$ cat src/rtl/p2p_win_pkg.sv
package p2p_win_pkg;
  typedef enum logic [1:0] {
    SP_MEM  = 2'd0,
    SP_IO   = 2'd1,
    SP_CFG1 = 2'd2,
    SP_RSVD = 2'd3
  } space_e;

  localparam int REG_AW = 3;

  localparam logic [REG_AW-1:0] RI_CMD    = 3'd0;
  localparam logic [REG_AW-1:0] RI_BUS_A  = 3'd1;
  localparam logic [REG_AW-1:0] RI_BUS_B  = 3'd2;
  localparam logic [REG_AW-1:0] RI_IO     = 3'd3;
  localparam logic [REG_AW-1:0] RI_MBASE  = 3'd4;
  localparam logic [REG_AW-1:0] RI_MLIM   = 3'd5;
  localparam logic [REG_AW-1:0] RI_PBASE  = 3'd6;
  localparam logic [REG_AW-1:0] RI_PLIM   = 3'd7;
endpackage

$ cat src/rtl/p2p_win_regs.sv
module p2p_win_regs
  import p2p_win_pkg::*;
#(
  parameter int BUS_W    = 8,
  parameter int MEM_HI_W = 12,
  parameter int IO_HI_W  = 4,
  parameter int REG_W    = 16
) (
  input  logic                clk,
  input  logic                rst_n,
  input  logic                we,
  input  logic [REG_AW-1:0]   addr,
  input  logic [REG_W-1:0]    wdata,
  output logic [REG_W-1:0]    rdata,
  output logic                io_en,
  output logic                mem_en,
  output logic [BUS_W-1:0]    sec_bus,
  output logic [BUS_W-1:0]    sub_bus,
  output logic [IO_HI_W-1:0]  io_base,
  output logic [IO_HI_W-1:0]  io_lim,
  output logic [MEM_HI_W-1:0] mem_base,
  output logic [MEM_HI_W-1:0] mem_lim,
  output logic [MEM_HI_W-1:0] pf_base,
  output logic [MEM_HI_W-1:0] pf_lim
);
  localparam int HI_OFS = REG_W / 2;

  logic [BUS_W-1:0] pri_bus;
  logic [BUS_W-1:0] lat_val;

  always_ff @(posedge clk) begin
    if (!rst_n) begin
      io_en    <= 1'b0;
      mem_en   <= 1'b0;
      pri_bus  <= '0;
      sec_bus  <= '0;
      sub_bus  <= '0;
      lat_val  <= '0;
      io_base  <= '1;
      io_lim   <= '0;
      mem_base <= '1;
      mem_lim  <= '0;
      pf_base  <= '1;
      pf_lim   <= '0;
    end else if (we) begin
      case (addr)
        RI_CMD: begin
          io_en  <= wdata[0];
          mem_en <= wdata[1];
        end
        RI_BUS_A: begin
          pri_bus <= wdata[BUS_W-1:0];
          sec_bus <= wdata[HI_OFS +: BUS_W];
        end
        RI_BUS_B: begin
          sub_bus <= wdata[BUS_W-1:0];
          lat_val <= wdata[HI_OFS +: BUS_W];
        end
        RI_IO: begin
          io_base <= wdata[IO_HI_W-1:0];
          io_lim  <= wdata[HI_OFS +: IO_HI_W];
        end
        RI_MBASE: mem_base <= wdata[MEM_HI_W-1:0];
        RI_MLIM:  mem_lim  <= wdata[MEM_HI_W-1:0];
        RI_PBASE: pf_base  <= wdata[MEM_HI_W-1:0];
        default:  pf_lim   <= wdata[MEM_HI_W-1:0];
      endcase
    end
  end

  always_comb begin
    rdata = '0;
    case (addr)
      RI_CMD: begin
        rdata[0] = io_en;
        rdata[1] = mem_en;
      end
      RI_BUS_A: begin
        rdata[BUS_W-1:0]       = pri_bus;
        rdata[HI_OFS +: BUS_W] = sec_bus;
      end
      RI_BUS_B: begin
        rdata[BUS_W-1:0]       = sub_bus;
        rdata[HI_OFS +: BUS_W] = lat_val;
      end
      RI_IO: begin
        rdata[IO_HI_W-1:0]       = io_base;
        rdata[HI_OFS +: IO_HI_W] = io_lim;
      end
      RI_MBASE: rdata[MEM_HI_W-1:0] = mem_base;
      RI_MLIM:  rdata[MEM_HI_W-1:0] = mem_lim;
      RI_PBASE: rdata[MEM_HI_W-1:0] = pf_base;
      default:  rdata[MEM_HI_W-1:0] = pf_lim;
    endcase
  end


  cmd_write_chk: assert property (@(posedge clk) disable iff (!rst_n)
    (we && addr == RI_CMD) |=> (io_en == $past(wdata[0]) && mem_en == $past(wdata[1])));
endmodule

$ cat src/rtl/p2p_win_cmp.sv
module p2p_win_cmp #(
  parameter int W = 12
) (
  input  logic [W-1:0] val,
  input  logic [W-1:0] base,
  input  logic [W-1:0] lim,
  output logic         hit
);
  assign hit = (val >= base) && (val <= lim);
endmodule

$ cat src/rtl/p2p_bus_route.sv
module p2p_bus_route #(
  parameter int BUS_W = 8
) (
  input  logic [BUS_W-1:0] bus,
  input  logic [BUS_W-1:0] sec_bus,
  input  logic [BUS_W-1:0] sub_bus,
  output logic             to_type0,
  output logic             to_type1
);
  assign to_type0 = (bus == sec_bus);
  assign to_type1 = (bus > sec_bus) && (bus <= sub_bus);
endmodule

$ cat src/rtl/p2p_window_decode.sv
module p2p_window_decode
  import p2p_win_pkg::*;
#(
  parameter int ADDR_W     = 32,
  parameter int IO_ADDR_W  = 16,
  parameter int MEM_GRAN_W = 20,
  parameter int IO_GRAN_W  = 12,
  parameter int BUS_W      = 8,
  parameter int REG_W      = 16
) (
  input  logic              clk,
  input  logic              rst_n,
  input  logic              cfg_we,
  input  logic [REG_AW-1:0] cfg_addr,
  input  logic [REG_W-1:0]  cfg_wdata,
  output logic [REG_W-1:0]  cfg_rdata,
  input  logic              dec_valid,
  output logic              dec_ready,
  input  logic [ADDR_W-1:0] dec_addr,
  input  logic [1:0]        dec_space,
  input  logic [BUS_W-1:0]  dec_bus,
  output logic              res_valid,
  input  logic              res_ready,
  output logic              res_fwd,
  output logic              res_type0,
  output logic              res_type1
);
  localparam int MEM_HI_W = ADDR_W - MEM_GRAN_W;
  localparam int IO_HI_W  = IO_ADDR_W - IO_GRAN_W;
  localparam int N_MWIN   = 2;

  logic                io_en, mem_en;
  logic [BUS_W-1:0]    sec_bus, sub_bus;
  logic [IO_HI_W-1:0]  io_base, io_lim;
  logic [MEM_HI_W-1:0] mw_base [N_MWIN];
  logic [MEM_HI_W-1:0] mw_lim  [N_MWIN];
  logic [N_MWIN-1:0]   mw_hit;
  logic                io_hit;
  logic                io_upper_zero;
  logic                cfg_t0, cfg_t1;
  logic                unused_addr_low;

  p2p_win_regs #(
    .BUS_W(BUS_W), .MEM_HI_W(MEM_HI_W), .IO_HI_W(IO_HI_W), .REG_W(REG_W)
  ) regs_i (
    .clk(clk), .rst_n(rst_n), .we(cfg_we), .addr(cfg_addr),
    .wdata(cfg_wdata), .rdata(cfg_rdata),
    .io_en(io_en), .mem_en(mem_en),
    .sec_bus(sec_bus), .sub_bus(sub_bus),
    .io_base(io_base), .io_lim(io_lim),
    .mem_base(mw_base[0]), .mem_lim(mw_lim[0]),
    .pf_base(mw_base[1]), .pf_lim(mw_lim[1])
  );

  for (genvar g = 0; g < N_MWIN; g++) begin : g_mwin
    p2p_win_cmp #(.W(MEM_HI_W)) cmp_i (
      .val(dec_addr[ADDR_W-1:MEM_GRAN_W]),
      .base(mw_base[g]), .lim(mw_lim[g]), .hit(mw_hit[g])
    );
  end

  p2p_win_cmp #(.W(IO_HI_W)) io_cmp_i (
    .val(dec_addr[IO_ADDR_W-1:IO_GRAN_W]),
    .base(io_base), .lim(io_lim), .hit(io_hit)
  );

  p2p_bus_route #(.BUS_W(BUS_W)) route_i (
    .bus(dec_bus), .sec_bus(sec_bus), .sub_bus(sub_bus),
    .to_type0(cfg_t0), .to_type1(cfg_t1)
  );

  assign io_upper_zero   = (dec_addr[ADDR_W-1:IO_ADDR_W] == '0);
  assign unused_addr_low = ^dec_addr[IO_GRAN_W-1:0];

  logic nx_fwd, nx_t0, nx_t1;

  always_comb begin
    nx_fwd = 1'b0;
    nx_t0  = 1'b0;
    nx_t1  = 1'b0;
    case (space_e'(dec_space))
      SP_MEM:  nx_fwd = mem_en && (|mw_hit);
      SP_IO:   nx_fwd = io_en && io_upper_zero && io_hit;
      SP_CFG1: begin
        nx_fwd = cfg_t0 || cfg_t1;
        nx_t0  = cfg_t0;
        nx_t1  = cfg_t1;
      end
      default: nx_fwd = 1'b0;
    endcase
  end

  logic accept;
  assign dec_ready = !res_valid || res_ready;
  assign accept    = dec_valid && dec_ready;

  always_ff @(posedge clk) begin
    if (!rst_n) begin
      res_valid <= 1'b0;
      res_fwd   <= 1'b0;
      res_type0 <= 1'b0;
      res_type1 <= 1'b0;
    end else if (accept) begin
      res_valid <= 1'b1;
      res_fwd   <= nx_fwd;
      res_type0 <= nx_t0;
      res_type1 <= nx_t1;
    end else if (res_ready) begin
      res_valid <= 1'b0;
    end
  end


  hold_stall_chk: assert property (@(posedge clk) disable iff (!rst_n)
    (res_valid && !res_ready) |=> (res_valid && $stable(res_fwd)
                                   && $stable(res_type0) && $stable(res_type1)));


  mem_gate_chk: assert property (@(posedge clk) disable iff (!rst_n)
    (accept && dec_space == SP_MEM && !mem_en) |=> !res_fwd);


  io_gate_chk: assert property (@(posedge clk) disable iff (!rst_n)
    (accept && dec_space == SP_IO && !io_en) |=> !res_fwd);


  both_off_chk: assert property (@(posedge clk) disable iff (!rst_n)
    (accept && dec_space == SP_MEM && mw_base[0] > mw_lim[0]
     && mw_base[1] > mw_lim[1]) |=> !res_fwd);


  rsvd_space_chk: assert property (@(posedge clk) disable iff (!rst_n)
    (accept && dec_space == SP_RSVD) |=> (!res_fwd && !res_type0 && !res_type1));


  type_excl_chk: assert property (@(posedge clk) disable iff (!rst_n)
    res_valid |-> ($onehot0({res_type0, res_type1})
                   && (!(res_type0 || res_type1) || res_fwd)));
endmodule

$ cat config.mk
export PLATFORM = sky130hd
export DESIGN_NAME = p2p_window_decode
export DESIGN_NICKNAME = d
export VERILOG_FILES = /design/src/rtl/p2p_win_pkg.sv /design/src/rtl/p2p_win_regs.sv /design/src/rtl/p2p_win_cmp.sv /design/src/rtl/p2p_bus_route.sv /design/src/rtl/p2p_window_decode.sv
export SDC_FILE = /design/constraint.sdc
export NUM_CORES = 1
export LEC_CHECK = 0
export BUFFER_PORTS_ARGS = -buffer_cell sky130_fd_sc_hd__clkbuf_2
export CAP_MARGIN = 20
export CELL_PAD_IN_SITES_DETAIL_PLACEMENT = 0
export CELL_PAD_IN_SITES_GLOBAL_PLACEMENT = 1
export CORE_ASPECT_RATIO = 0.6
export CORE_MARGIN = 8
export CORE_UTILIZATION = 46
export DETAILED_ROUTE_END_ITERATION = 12
export GPL_ROUTABILITY_DRIVEN = 0
export PLACE_DENSITY = 0.87
export RECOVER_POWER = 100
export REMOVE_ABC_BUFFERS = 1
export SETUP_SLACK_MARGIN = 0.4
export SLEW_MARGIN = 20
export SYNTH_ARGS = -nofsm -noshare
export SYNTH_HDL_FRONTEND = slang
export SYNTH_SLANG_ARGS = --single-unit
$ cat constraint.sdc
create_clock -name clk -period 3.9 [get_ports clk]
set_input_delay 0.585 -clock clk [delete_from_list [all_inputs] [get_ports clk]]
set_output_delay 0.585 -clock clk [all_outputs]
set_load 0.1 [all_outputs]
Word-level counts from Yosys, hierarchy flattened
Index checks and enable logic that the tools add are counted.
Widths: inputs -> output; s select.
{"block": "classes", "magnitude_cmp": 8, "eq_ne": 9, "n_mux": 10, "n_bitwise": 1, "n_reduce_logical": 26}
{"cell": "$pmux 2 s7", "n": 2}
{"cell": "$pmux 4 s7", "n": 1}
{"cell": "$ge 12x12->1", "n": 2}
{"cell": "$le 12x12->1", "n": 2}
{"cell": "$pmux 4 s6", "n": 1}
{"cell": "$logic_not 16->1", "n": 1}
{"cell": "$reduce_and 2->1", "n": 8}
{"cell": "$eq 3x3->1 const B", "n": 3}
{"cell": "$eq 8x8->1", "n": 1}
{"cell": "$gt 8x8->1", "n": 1}
{"cell": "$le 8x8->1", "n": 1}
{"cell": "$logic_and 1x1->1", "n": 8}
{"cell": "$pmux 4 s2", "n": 1}
{"cell": "$reduce_or 7->1", "n": 1}
{"cell": "$eq 3x2->1 const B", "n": 2}
{"cell": "$ge 4x4->1", "n": 1}
{"cell": "$le 4x4->1", "n": 1}
{"cell": "$mux 1", "n": 4}
{"cell": "$reduce_or 2->1", "n": 2}
{"cell": "$eq 3x1->1 const B", "n": 1}
{"cell": "$logic_not 3->1", "n": 1}
{"cell": "$pmux 1 s3", "n": 1}
{"cell": "$eq 2x1->1 const B", "n": 1}
{"cell": "$eq 2x2->1 const B", "n": 1}
{"cell": "other kinds (5)", "n": 6}
{"block": "totals", "regBits": 94, "in_bits": 66, "out_inout_bits": 21, "word_cells": 70}

Longest topological paths before layout
Gate-level depths: netlist of the first run.
{"block": "depth", "ltp_word": 5, "depth_mapped": 9, "ltp_nobuf": 9}

By module
Synthesis of the first run repeated with hierarchy kept, for this count alone.
{"block": "hier_totals", "hier_cells": 798, "hier_area_um2": 6404.9}
{"module": "p2p_win_regs", "instances": 1, "cells_per_inst": 522, "area_each_um2": 4316.6, "seq_area_each_um2": 1801.7}
{"module": "p2p_win_cmp (g_mwin[0].cmp_i ...)", "instances": 2, "cells_per_inst": 82, "area_each_um2": 590.6, "seq_area_each_um2": 0.0}
{"module": "p2p_bus_route", "instances": 1, "cells_per_inst": 54, "area_each_um2": 417.9, "seq_area_each_um2": 0.0}
{"module": "p2p_window_decode", "instances": 1, "cells_per_inst": 32, "area_each_um2": 292.8, "seq_area_each_um2": 80.1}
{"module": "p2p_win_cmp (io_cmp_i)", "instances": 1, "cells_per_inst": 26, "area_each_um2": 196.4, "seq_area_each_um2": 0.0}

Worst setup path before layout of the first run
No wires, ideal clock.
{"block": "synth_timing", "path_kind": "input to output", "startpoint": "in cfg_addr[2]", "endpoint": "out cfg_rdata[5]", "arrival_time_ps": 3378, "required_time_ps": 3315, "path_slack_ps": -63, "path_stages": 5, "cell_sequence": "buf_2 -> nor2b_1 -> clkbuf_1 -> a221oi_1 -> o21ai_0"}
{"block": "synth_between", "elab_chain_len": 3, "word_cells_on_any_way": 9, "cone_classes": "eq/ne: 6; mux: 1; reduce/logical: 2"}
{"item": "from (decl)", "line": "p2p_window_decode.sv:14", "text": "input logic [REG_AW-1:0] cfg_addr,"}
{"item": "$eq 3x2->1 or $logic_not 3->1 (tied branches)", "line": "p2p_win_regs.sv:73", "text": "case (addr)"}
{"item": "$reduce_or 2->1 (no source line)"}
{"item": "$pmux 4 s6 (*)", "line": "p2p_win_regs.sv:73"}
{"item": "to (decl)", "line": "p2p_window_decode.sv:16", "text": "output logic [REG_W-1:0] cfg_rdata,"}
Mark *: on every way between the ends. The rest lies on a longest branch, timed or not.

Final worst setup path of the first run
{"block": "layout_timing", "startpoint": "in cfg_addr[0]", "endpoint": "out cfg_rdata[8]"}
{"block": "layout_between", "elab_chain_len": 2, "word_cells_on_any_way": 8, "cone_classes": "eq/ne: 6; mux: 1; reduce/logical: 1"}
{"item": "$eq 3x3->1, or another cell as far along", "line": "p2p_win_regs.sv:73"}
{"item": "$pmux 4 s7 (*)", "line": "p2p_win_regs.sv:73"}
Marks and branches as above.

==> results.md, run 1 <==
- Status: finished with violations
- Violated checks: max-capacitance violations
- Total leakage power: 2.85 nW
- HPWL Detailed: 15,100 µm
- WP data arrival: between 2 and 3 ns
- Sw frac: between 20 and 30%
- Crit path top cell by count: a21oi_1
- CP delay by family, top: compound AO/OA/AOI/OAI gates
- Sequential power share: 41.2%
- Cell Chain, Critical Path: clkbuf_1, buf_4, mux2_2, a221oi_1, a31oi_1, a21oi_1, a21oi_1, buf_12
- Syn avg cell area: 7.92 µm²
- Final #Nets: approximately 960
- Cell internal pwr: ~0.0017 W
- Worst r2r src: regs_i.pf_lim[5]
- CP max stage delay: roughly 0.60 ns
- First-pass GRT wire length: 31,200 µm
- Layout cells sized above 1: around 13%
- Slew HR: 0.731%
- Post-CTS Repair Setup Buffers: 0
- Switching power: a little over 0.0007 W
- Hold Vio Cnt, Final: 0
- Initial antenna violation count: 0
- # resized after CTS: 0
- Cells after synthesis: between 700 and 800
- Mapped cell area: 6040 µm²
- Final period util: slightly above 90%
- Fill cells: 1,213
- Die width: 164 µm
- CP bufs+invs: 3
- Slowest library cell on the worst path: a221oi_1
- Clock network power share: a little under 40%
- Commonest cells post-synth: nand2_1, dfxtp_1, inv_1
- R2R Path End: res_fwd
- RSZ-0062 raised after global routing: no
- Tmin final: 3.56 ns
- Max Cap Viol: 1
- Residual DRC: 0
- Design area: ~7000 µm²
- Fin. max-slew vios: 0
- Power density cells: between 300 and 400 nW/µm²
- Worst Hold End: regs_i.sec_bus[5]
- Synth area leader: dfxtp_1
- Hold_buf cts: 0
- Post-route antenna net violation count: 0
- Hold slack: between 0.4 and 0.5 ns
- Largest net degree at the start of global routing: 38
- Diode count: 0
- Vias in the first global route: 5,619
- Final Setup Violations: 0
- Ys async rst share: 0%
- WL/cell: ~20 µm
- Ports: between 80 and 90
- Die ar.: 17,200 µm²
- R2R depth: 9
- DRT iter0 DRCs: about 600
- Total number of vias: slightly below 6k
- Vias/cell: a little under 6
- Clock transition at path regs: 0.07 ns
- First-pass DRT Iterations: 5
- Global route total overflow: 0
- #FFs+latches synth: between 90 and 100
- CTS max path bufs: 2
- Clock latency on the worst-skew pair: around 0.35 ns
- Slew at the pin with the worst max-slew slack: 1.49 ns
- All-layer global routing usage: a little under a quarter
- Area growth syn-to-layout: 12.8%
- Worst setup EP type: output pin
- Kind of critical path: in -> out
- CTS tree: built
- Core ar.: 12,800 µm²
- Crit start category: input pin
- Count leader, synth: nand2_1
- Critical Path RT: 3.31 ns
- Placed insts: 979
- Fin cells: 994
- Port bufs: 74
- Comb pwr share: slightly below 20%
- Die Y: 105 µm
- Final TNS setup: 0 ns
- Crit Path Max Fanout: 11
- Sequential fraction of the synthesis area: slightly above 30%
- CTS root buffer: clkbuf_16
- R2r setup slk: 1.79 ns
- Post-synth EDFFs: 0
- Max Clk Rate: between 200 and 300 MHz
- Yosys warning total: 0
- Fin Clk Skew: between 0.005 and 0.006 ns
- WL final: around 20,000 µm
- TritonCTS Buffers: 9
- Starting Density: 47.1%
- Top post-synthesis cells by area: dfxtp_1, ha_1, nand2_1, a21boi_1, inv_1
- Ys flop type: dfxtp_1
- HP Start: cfg_wdata[13]
- Yosys cell types: slightly below 50
- Worst Hold Depth: 3
- Area after DPL: approximately 6500 µm²
- CTS HTree Levels: 3
- Synth top area share: 31.2%
- Worst min path class: in -> reg
- Maximum vdd ir drop: 0.000201 V
- Clock Sinks: between 90 and 100
- Cell row count: 32
-- how the worst max path moves through the flow --
stage	slack, ns	to	cells past startpoint	from
after floorplan	0.08	cfg_rdata[5]	3	cfg_addr[2]
after detailed placement	0.74	cfg_rdata[0]	6	cfg_addr[2]
final	0.34	cfg_rdata[8]	8	cfg_addr[0]
after global routing	0.29	cfg_rdata[8]	8	cfg_addr[0]
after global placement	0.74	cfg_rdata[8]	8	cfg_addr[0]
after CTS	0.71	cfg_rdata[0]	6	cfg_addr[2]
-- area by class of cell --
| cell class | instances | area, µm² | share of cell area [%] |
|---|---|---|---|
| inverter | 75 | 282 | 4.13 |
| sequential | 94 | 1880 | 27.6 |
| tap | 170 | 213 | 3.12 |
| timing repair buffer | 88 | 455 | 6.69 |
| multi-input combinational | 552 | 3660 | 53.8 |
| clock buffer | 12 | 246 | 3.62 |
| clock inverter | 3 | 68.8 | 1.01 |
-- cells by family (layout without fill, tap and decap cells) --
group | Yosys count | in the layout | share of synthesized area, %
simple gates | 259 | 259 | 19.4
compound gates | 204 | 204 | 23.0
buf+inv | 116 | 178 | 7.98
flops | 94 | 94 | 31.2
fa+ha+maj | 72 | 72 | 14.9
mux | 17 | 17 | 3.54
-- cells in the final DEF, fill, tap and decap left out, types with 4 or more instances in the layout --
cell,instances
a211oi_1,4
a21boi_0,55
a21boi_1,6
a21o_1,8
a21oi_1,39
a221oi_1,14
a22oi_1,6
buf_4,7
clkbuf_1,16
clkbuf_16,9
clkbuf_2,66
dfxtp_1,94
ha_1,72
inv_1,75
mux2_2,5
mux2i_1,9
nand2_1,177
nand2b_1,5
nand3_1,5
nand4_1,16
nor2_1,20
nor2b_1,14
nor3_1,4
o211ai_1,29
o21ai_0,22
o21ai_1,5
-- power groups by stage --
stage	combinational [W]	sequential, W	clock [W]
after floorplan	0.000278	0.00103	0
after global placement	0.000454	0.00102	0
after detailed placement	0.000467	0.00102	0
after CTS	0.000470	0.00100	0.000973
after global routing	0.000508	0.00101	0.00101
final	0.000469	0.00100	0.000960
-- layer usage --
metal	GRT usage [%]	share of wire, %
met5	0	0
met4	6.65	1.6
met3	5.92	12
met2	32.8	40
met1	34.2	47
-- metrics by stage --
step / worst slack, ns / total power (W) / utilization (%)
6_report: 0.342 / 0.00243 / 53.1
5_1_grt: 0.290 / 0.00252 / 53.1
4_1_cts: 0.709 / 0.00245 / 53.5
3_5_place_dp: 0.740 / 0.00149 / 51.1
3_3_place_gp: 0.738 / 0.00148 / 51.1
2_1_floorplan: 0.0765 / 0.00131 / -
-- flip-flops by register name (all words and copies together) (netlist names), 4 cells and up --
register,count
regs_i.sub_bus,8
regs_i.mem_lim,12
regs_i.sec_bus,8
regs_i.pri_bus,8
regs_i.io_base,4
regs_i.pf_base,12
regs_i.pf_lim,12
regs_i.io_lim,4
regs_i.lat_val,8
regs_i.mem_base,12
-- worst register-to-register path, cell delays in order (launching register included) --
cell	delay (ns)
dfxtp_1	0.36
inv_1	0.10
ha_1	0.30
a21oi_1	0.14
nor2_1	0.06
a211oi_1	0.25
o21ai_0	0.23
o22ai_1	0.21
o2111ai_1	0.20
a31oi_1	0.19
(Power assumes the default switching activity.)
==> run 2, diff against run 1 <==
--- a/config.mk
+++ b/config.mk
@@ -13,6 +13,6 @@
 export CORE_MARGIN = 8
-export CORE_UTILIZATION = 46
+export CORE_UTILIZATION = 47
 export DETAILED_ROUTE_END_ITERATION = 12
 export GPL_ROUTABILITY_DRIVEN = 0
-export PLACE_DENSITY = 0.87
+export PLACE_DENSITY = 0.88
 export RECOVER_POWER = 100
@@ -23,2 +23,3 @@
 export SYNTH_HDL_FRONTEND = slang
+export SYNTH_HIERARCHICAL = 1
 export SYNTH_SLANG_ARGS = --single-unit
==> constraint.sdc (replaced) <==
create_clock -name clk -period 3.9 [get_ports clk]
set_input_delay 0.195 -clock clk [delete_from_list [all_inputs] [get_ports clk]]
set_output_delay 0.195 -clock clk [all_outputs]
set_load 0.1 [all_outputs]
==> results.md, run 2 <==
- Slew HR: -11.3%
- Largest net degree at the start of global routing: 54
- Cell row count: 33
- CTS root buffer: clkbuf_16
- Mapped cell area: ~6400 µm²
- DRT iter0 DRCs: between 600 and 700
- Vias/cell: ~5.8
- First-pass GRT wire length: roughly 31,000 µm
- Cells after synthesis: 798
- Sequential fraction of the synthesis area: between 20 and 30%
- Total leakage power: 3.08 nW
- Design area: 7010 µm²
- Core ar.: approximately 14,000 µm²
- DR top layer: met4
- Violated checks: max-capacitance violations, max-slew violations
- RSZ-0062 raised after global routing: no
- Met3 Wirelength: approximately 1700 µm
- Status: finished with violations
- Global route total overflow: 0
- Clock latency on the worst-skew pair: around 0.35 ns
- Area growth syn-to-layout: 9.38%
- Fin Clk Skew: approximately 0.0054 ns
- Port bufs: 74
- Yosys cell types: 65
- Syn avg cell area: 8.03 µm²
- Crit Path Max Fanout: 39
- Total number of vias: 5,927
- Slowest library cell on the worst path: clkbuf_1
- CTS max path bufs: 2
- Post-route antenna net violation count: 0
- Hold slack: ~0.1 ns
- Count leader, synth: nand2_1
- Hold_buf cts: 0
- Post-CTS Repair Setup Buffers: 0
- Final Setup Violations: 0
- Diode count: 0
- Max Clk Rate: between 300 and 400 MHz
- Cell Chain, Critical Path: clkbuf_1, buf_4, a21oi_1, nor2_1, o32a_1, clkbuf_1
- Crit path top cell by count: clkbuf_1
- Final period util: around 80%
- WP data arrival: 2.90 ns
- WL/cell: around 19 µm
- Clock Sinks: 94
- Kind of critical path: in -> out
- Top post-synthesis cells by area: dfxtp_1, ha_1, nand2_1, inv_1, a21boi_1
- Metal-1 WL: 9240 µm
- Final TNS setup: 0 ns
- CTS tree: built
- Power density cells: 339 nW/µm²
- Yosys warning total: 6
- Ys async rst share: 0%
- Hold Vio Cnt, Final: 0
- Starting Density: a little under half
- Final #Nets: about 980
- Leading cell types in the layout, fill and taps excluded: nand2_1, dfxtp_1, inv_1
- Ports: 87
- Most common cell after layout, fill and taps aside: nand2_1
- Crit start category: input pin
- Commonest cells post-synth: nand2_1, dfxtp_1, inv_1
- Vias in the first global route: approximately 6k
- Initial antenna violation count: 0
- Final Util: between 50% and 60%
- Layout cells sized above 1: 12.4%
- Residual DRC: 0
- Max Cap Viol: 1
- HPWL Detailed: between 10,000 and 15,000 µm
- CP max stage delay: around 0.9 ns
- #FFs+latches synth: 94
- Worst min path class: in -> reg
- First-pass DRT Iterations: 5
- Tot Pwr: ~0.0024 W
- Critical Path RT: ~3.7 ns
- TritonCTS Buffers: 9
- Clock transition at path regs: about 0.06 ns
- Synth area leader: dfxtp_1
- Die width: between 150 and 200 µm
- Post-synth EDFFs: 0
- WL final: around 20,000 µm
- Synth top area share: 29.4%
- Die Y: between 100 and 150 µm
- WL met2: about 8500 µm
- All-layer global routing usage: between 20% and 30%
- # resized after CTS: 0
- Worst setup EP type: output pin
- Area after DPL: just under 7000 µm²
- Maximum vdd ir drop: ~0.00018 V
- Slew at the pin with the worst max-slew slack: around 1.7 ns
- Ys flop type: dfxtp_1
- Tmin final: about 3.1 ns
- Fin. max-slew vios: 43
- CTS HTree Levels: 3
- Die ar.: around 18,000 µm²
## run 2: cell types whose count changed after synthesis, moves of 6 or more
cell and delta:
nand3_1 +34, o211ai_1 -21, a21boi_0 +16, a21boi_1 -13
nand2_1 +12, o21ai_0 -12, a21oi_1 -11, buf_6 +6
## run 2: metal layers
| metal | track usage [%] | vias up |
|---|---|---|
| met3 | 5.99 | 29 |
| li1 | - | 2847 |
| met1 | 29.9 | 2822 |
| met2 | 34.5 | 229 |
| met5 | 0 | - |
| met4 | 5.63 | 0 |
## run 2: kinds of logic after synthesis
family / count (synthesis) / synth area share, %
adder cells (fa/ha/maj): 72 / 14.1
multiplexers: 17 / 3.30
AO/OA/AOI/OAI: 164 / 18.5
buffers and inverters: 127 / 9.16
AND/OR/NAND/NOR: 324 / 25.6
flip-flops: 94 / 29.4
## run 2: where the power goes
part           internal, W  switching, W  leakage [nW]
logic             0.000148      0.000328          2.17
clock network     0.000512      0.000381         0.148
registers         0.000985     0.0000210         0.763
## run 2: through the flow
step                std cells  setup WS (ns)
finish                   1019          0.801
global route             1019          0.641
CTS                      1019           1.38
detailed placement       1003           1.39
global placement         1003           1.41
floorplan                 749           1.40
## run 2: final timing paths
kind	start	endpoint	slack, ns	depth (start not counted)
worst min-delay path	cfg_wdata[12]	regs_i/lat_val[4]	0.10	3
worst max-delay path	cfg_addr[2]	cfg_rdata[3]	0.80	6
worst max register to register	regs_i/io_lim[1]	res_fwd	1.43	9
worst min register to register	regs_i/pri_bus[7]	regs_i/pri_bus[7]	0.47	2
## run 2: worst max-delay path: cells and delay by family
kind | cells | cell delay, ns
buf+inv | 3 | 2.29
compound gates | 2 | 0.28
simple gates | 1 | 0.11
## run 2: area by class of cell
class / instances / area, µm²
Fill cell: 1296 / 6500
Multi-Input combinational cell: 577 / 3930
Sequential cell: 94 / 1880
Timing Repair Buffer: 79 / 380
Inverter: 78 / 293
Clock buffer: 10 / 239
Tap cell: 175 / 219
Clock inverter: 6 / 61.3
